==> config.mk <==
export PLATFORM = sky130hd
export DESIGN_NAME = frac_clk_div
export DESIGN_NICKNAME = d
export VERILOG_FILES = /design/src/rtl/frac_div_pkg.sv /design/src/rtl/fdiv_ctrl_reg.sv /design/src/rtl/fdiv_phase_acc.sv /design/src/rtl/fdiv_active_div.sv /design/src/rtl/frac_clk_div.sv
export SDC_FILE = /design/constraint.sdc
export NUM_CORES = 1
export LEC_CHECK = 0
export BUFFER_PORTS_ARGS = -buffer_cell sky130_fd_sc_hd__buf_2
export CORE_MARGIN = 3
export CORE_UTILIZATION = 40
export DETAILED_ROUTE_END_ITERATION = 16
export PLACE_DENSITY = 0.76
export REMOVE_ABC_BUFFERS = 1
export SYNTH_ARGS = -nofsm -noshare
export SYNTH_HDL_FRONTEND = slang
export SYNTH_SLANG_ARGS = --single-unit
export TNS_END_PERCENT = 100
==> constraint.sdc <==
create_clock -name clk -period 7.75 [get_ports clk]
set_input_delay 1.1625 -clock clk [delete_from_list [all_inputs] [get_ports clk]]
set_output_delay 1.1625 -clock clk [all_outputs]
set_load 0.005 [all_outputs]
==> src/rtl/frac_div_pkg.sv <==
package frac_div_pkg;
  localparam int unsigned MAXW = 32;

  // Divisor in 2^-frac_w units from a stored field value (implicit +1.0).
  function automatic logic [MAXW:0] scaled_of(input logic [MAXW-1:0] field,
                                               input int unsigned frac_w);
    logic [MAXW:0] one;
    one = '0;
    one[frac_w] = 1'b1;
    return {1'b0, field} + one;
  endfunction

  // Largest scaled divisor a field of div_w bits can express.
  function automatic logic [MAXW:0] div_ceiling(input int unsigned div_w,
                                                input int unsigned frac_w);
    logic [MAXW:0] ones;
    ones = '0;
    for (int i = 0; i < int'(div_w); i++) ones[i] = 1'b1;
    return scaled_of(ones[MAXW-1:0], frac_w);
  endfunction
endpackage

==> src/rtl/fdiv_ctrl_reg.sv <==
module fdiv_ctrl_reg #(
  parameter int REG_W        = 32,
  parameter int DIV_SHIFT    = 4,
  parameter int DIV_W        = 8,
  parameter int TRIG_BIT     = 31,
  parameter int FIXED_SCALED = 0
) (
  input  logic             clk,
  input  logic             rst_n,
  input  logic             wr_en,
  input  logic [REG_W-1:0] wr_data,
  input  logic [REG_W-1:0] wr_mask,
  input  logic             apply,
  output logic [REG_W-1:0] q_o,
  output logic [DIV_W-1:0] field_o
);
  localparam logic [REG_W-1:0] FIELD_MASK =
    ({REG_W{1'b1}} >> (REG_W - DIV_W)) << DIV_SHIFT;

  logic [REG_W-1:0] q, merged, nxt, keep_mask;
  logic             set_trig;

  if (FIXED_SCALED != 0) begin : g_fixed
    assign keep_mask = ~FIELD_MASK;
  end else begin : g_prog
    assign keep_mask = {REG_W{1'b1}};
  end

  assign set_trig = wr_en & wr_mask[TRIG_BIT] & wr_data[TRIG_BIT];

  always_comb begin
    merged = q;
    if (wr_en) merged = (q & ~wr_mask) | (wr_data & wr_mask);
    nxt = merged & keep_mask;
    nxt[TRIG_BIT] = set_trig | (q[TRIG_BIT] & ~apply);
  end

  always_ff @(posedge clk) begin
    if (!rst_n) q <= '0;
    else        q <= nxt;
  end

  assign q_o     = q;
  assign field_o = q[DIV_SHIFT +: DIV_W];
endmodule

==> src/rtl/fdiv_phase_acc.sv <==
module fdiv_phase_acc #(
  parameter int DW     = 9,
  parameter int FRAC_W = 3
) (
  input  logic          clk,
  input  logic          rst_n,
  input  logic [DW-1:0] div_i,
  input  logic          restart,
  output logic          tick_o,
  output logic [DW-1:0] acc_o
);
  localparam logic [DW:0] ONE = {{DW{1'b0}}, 1'b1} << FRAC_W;

  logic [DW-1:0] acc_q;
  logic [DW:0]   sum, rem;

  assign sum    = {1'b0, acc_q} + ONE;
  assign rem    = sum - {1'b0, div_i};
  assign tick_o = (sum >= {1'b0, div_i});

  always_ff @(posedge clk) begin
    if (!rst_n)       acc_q <= '0;
    else if (restart) acc_q <= '0;
    else if (tick_o)  acc_q <= rem[DW-1:0];
    else              acc_q <= sum[DW-1:0];
  end

  assign acc_o = acc_q;
endmodule

==> src/rtl/fdiv_active_div.sv <==
module fdiv_active_div #(
  parameter int DW           = 9,
  parameter int DIV_W        = 8,
  parameter int FRAC_W       = 3,
  parameter int FIXED_SCALED = 0
) (
  input  logic             clk,
  input  logic             rst_n,
  input  logic             load,
  input  logic [DIV_W-1:0] field_i,
  output logic [DW-1:0]    div_o
);
  localparam logic [DW-1:0] ONE     = {{(DW-1){1'b0}}, 1'b1} << FRAC_W;
  localparam logic [DW-1:0] RST_DIV = (FIXED_SCALED != 0) ? DW'(FIXED_SCALED) : ONE;

  logic [DW-1:0] staged, load_val, div_q;

  assign staged   = DW'(frac_div_pkg::scaled_of(32'(field_i), FRAC_W));
  assign load_val = (FIXED_SCALED != 0) ? DW'(FIXED_SCALED) : staged;

  always_ff @(posedge clk) begin
    if (!rst_n)    div_q <= RST_DIV;
    else if (load) div_q <= load_val;
  end

  assign div_o = div_q;
endmodule

==> src/rtl/frac_clk_div.sv <==
module frac_clk_div #(
  parameter int REG_W        = 32,
  parameter int DIV_SHIFT    = 4,
  parameter int DIV_W        = 8,
  parameter int FRAC_W       = 3,
  parameter int TRIG_BIT     = 31,
  parameter int FIXED_SCALED = 0
) (
  input  logic                 clk,
  input  logic                 rst_n,
  input  logic                 wr_en,
  input  logic [REG_W-1:0]     wr_data,
  input  logic [REG_W-1:0]     wr_mask,
  output logic [REG_W-1:0]     rd_data,
  output logic                 clk_en_o,
  output logic [DIV_W:0]       active_div_o
);
  localparam int DW = DIV_W + 1;

  logic [REG_W-1:0] reg_q;
  logic [DIV_W-1:0] pending_field;
  logic [DW-1:0]    active_div, acc_q;
  logic             tick, apply_evt;

  // switch point: a pending trigger meets the end of an output period
  assign apply_evt = reg_q[TRIG_BIT] & tick;

  fdiv_ctrl_reg #(
    .REG_W(REG_W), .DIV_SHIFT(DIV_SHIFT), .DIV_W(DIV_W),
    .TRIG_BIT(TRIG_BIT), .FIXED_SCALED(FIXED_SCALED)
  ) ctrl_i (
    .clk(clk), .rst_n(rst_n), .wr_en(wr_en), .wr_data(wr_data),
    .wr_mask(wr_mask), .apply(apply_evt), .q_o(reg_q), .field_o(pending_field)
  );

  fdiv_active_div #(
    .DW(DW), .DIV_W(DIV_W), .FRAC_W(FRAC_W), .FIXED_SCALED(FIXED_SCALED)
  ) act_i (
    .clk(clk), .rst_n(rst_n), .load(apply_evt), .field_i(pending_field),
    .div_o(active_div)
  );

  fdiv_phase_acc #(.DW(DW), .FRAC_W(FRAC_W)) acc_i (
    .clk(clk), .rst_n(rst_n), .div_i(active_div), .restart(apply_evt),
    .tick_o(tick), .acc_o(acc_q)
  );

  assign rd_data      = reg_q;
  assign clk_en_o     = tick;
  assign active_div_o = active_div;
endmodule

==> flow_summary.yaml <==
clock_tree:
  cts_tree: "yes"
  clkTransAtPathRegs_ns: 0.09
  cts_setup_buffers: 0
  htreeDepth: 2
  clock_latency_ns: 0.30
  clk_path_buf_depth: 2
  numCtsBuffers: 5
  ctsHoldBuffers: 0
  cts-root-buf: "clkbuf_8"
  cts_resized: 0
  cts_sinks: 50
outcome:
  status: "completed"
floorplanning:
  die_w_um: 85.9
  die_area_mm2: 0.00739
  die_y_um: 85.9
  io_pins: 109
  core_area_mm2: 0.00606
  initial_core_util: 0.422
  num_rows: 28
setup_path:
  crit_arrival_ns: 3.48
  worstPathRequired_ns: 6.59
  critPathLaunchType: "register"
  path_max_fanout: 22
  endpoint_kind: "primary output"
  setup.worst_path.class: "register to primary output"
  reg2reg_setup_slack_ns: 4.22
pwr:
  seq_power_share: 0.367
  power_density_mw_per_mm2: 255
  pwr-share-comb: 0.453
  clockPowerShare: 0.181
  p_sw_frac: 0.395
  p_leak_uw: 0.00146
  max-vdd-ir-drop_v: 0.000124
  internal-power_uw: 489
  power.switching_uw: 319
place:
  dpl_cell_area_mm2: 0.00308
  dp_hpwl_um: 5060
  place_congestion: 0.924
  portBuffers: 108
synthesis:
  ys.flop_type: "dfxtp_1"
  syn_area_per_cell_um2: 7.68
  synth.distinct_cells: 39
  synth_area_mm2: 0.00256
  synth-seq-cells: 50
  ys_warn_count: 0
  synthCells: 333
  synth.yosys.seq_area_share: 0.392
  synth-async-reset-ratio: 0
  synth_edf_count: 0
timing:
  maxSlewViolCount: 0
  finalSetupViolations: 0
  period_share: 0.599
  slew_headroom: 0.333
  hold_slack_ns: 0.453
  layout_min_cycle_time_ns: 4.64
  max_freq_ghz: 0.215
  hold_viol: 0
  worstMarginPinSlew_ns: 1.00
  tns_ns: 0
  finClkSkew_ns: 0.00580
  rsz0062_at_grt: "false"
routing:
  vias: 2617
  routed_via_density: 5.21
  antenna_left: 0
  drcViolationCount: 0
  first_iter_violations: 116
  drt-total-wl_um: 6710
  avgRoutedWirePerCell_um: 13.4
  first_pass_iters: 4
cells_and_area:
  drive_gt1_frac: 0.283
  final_area_mm2: 0.00316
  mostFrequentLayoutCells: "buf_2 (108), nand2_1 (72), dfxtp_1 (50)"
  n_antenna_cell: 0
  final_common_cell: "buf_2"
  syn2layout_area_growth_pct: 23.8
  finalNetCount: 506
run:
  drv_cap: 0
min_path:
  worstHoldPathType: "register to register"
global_route:
  gr-usage-met1: 0.223
  grt_pass1_vias: 2505
  grt_use_met3: 0.0653
  grt-ovfl-total: 0
  grt_max_degree: 64
  met2_usage: 0.299
  grt_usage: 0.182
  busiest_layer: "met2"
  grt_antenna_before_repair: 0
  grt_pass1_wl_um: 11000
[cell usage after synthesis, types with 2 or more instances]
library cell,instances,share of area
xor2_1,4,0.014
inv_1,15,0.022
and3_1,4,0.0098
nor2_1,5,0.0073
buf_4,5,0.015
nand3_1,48,0.094
o21ai_0,2,0.0039
and2_1,3,0.0073
a21o_1,2,0.0059
nor3_1,10,0.020
dfxtp_1,50,0.39
buf_1,3,0.0044
nor2b_1,2,0.0049
xnor2_1,6,0.021
a31oi_1,4,0.0098
a211oi_2,3,0.015
o21a_1,3,0.0088
o211ai_1,2,0.0059
inv_2,2,0.0029
nand2_1,72,0.11
clkbuf_1,11,0.016
o21ai_1,5,0.0098
or3_1,2,0.0049
a21oi_1,44,0.086
mux2i_1,2,0.0078
ha_1,11,0.054
[critical path: stages, from the launching register on]
cell and delay (ns):
dfxtp_1 0.40, ha_1 0.20, and3_1 0.20, xor2_1 0.21, ha_1 0.36, a21o_1 0.21
a221o_1 0.37, a211oi_4 0.72, inv_2 0.28, buf_2 0.21
[path summary, 6_finish.rpt]
check	start	endpoint	cells past startpoint
worst min-delay path	register	register	2
worst min register to register	register	register	2
worst max register to register	acc_i.acc_o[3]$_SDFF_PP0_	act_i.div_o[6]$_SDFFE_PN0P_	10
worst max-delay path	acc_i.acc_o[3]$_SDFF_PP0_	clk_en_o	9
[power groups by stage]
stage | Clock (uW) | Sequential (uW) | Combinational (uW)
global route | 159 | 300 | 406
finish | 146 | 296 | 366
global placement | 0 | 301 | 355
detailed placement | 0 | 302 | 362
floorplan | 0 | 300 | 261
CTS | 152 | 296 | 363
[per-layer routing]
metal | part of all wire | vias to the layer above
li1 | - | 1332
met1 | 0.43 | 1170
met2 | 0.47 | 108
met3 | 0.097 | 7
met4 | 0.010 | 0
met5 | 0 | -
[cells by family after synthesis]
family          after synthesis  synth area share
buf+inv                      38            0.0666
simple gates                148             0.259
flops                        50             0.392
mux                           2           0.00783
compound gates               73             0.179
xor+xnor                     10            0.0343
fa+ha+maj                    12            0.0617
[stage by stage]
stage | power (uW) | util | setup WS, ns | instances
after floorplan | 561 | - | 4.08 | 312
after global routing | 865 | 0.522 | 2.91 | 502
after global placement | 656 | 0.509 | 3.56 | 495
after CTS | 812 | 0.522 | 3.14 | 502
final | 808 | 0.522 | 3.11 | 502
after detailed placement | 664 | 0.509 | 3.48 | 495
[area by class of cell]
| cell class | count | area, um^2 |
|---|---|---|
| clock buffer | 6 | 72.6 |
| clock inverter | 1 | 7.51 |
| fill | 588 | 2900 |
| inverter | 17 | 63.8 |
| multi-input combinational | 245 | 1390 |
| sequential | 50 | 1000 |
| tap | 75 | 93.8 |
| timing repair buffer | 108 | 541 |
Note: power is estimated with default switching activity, not from simulation.
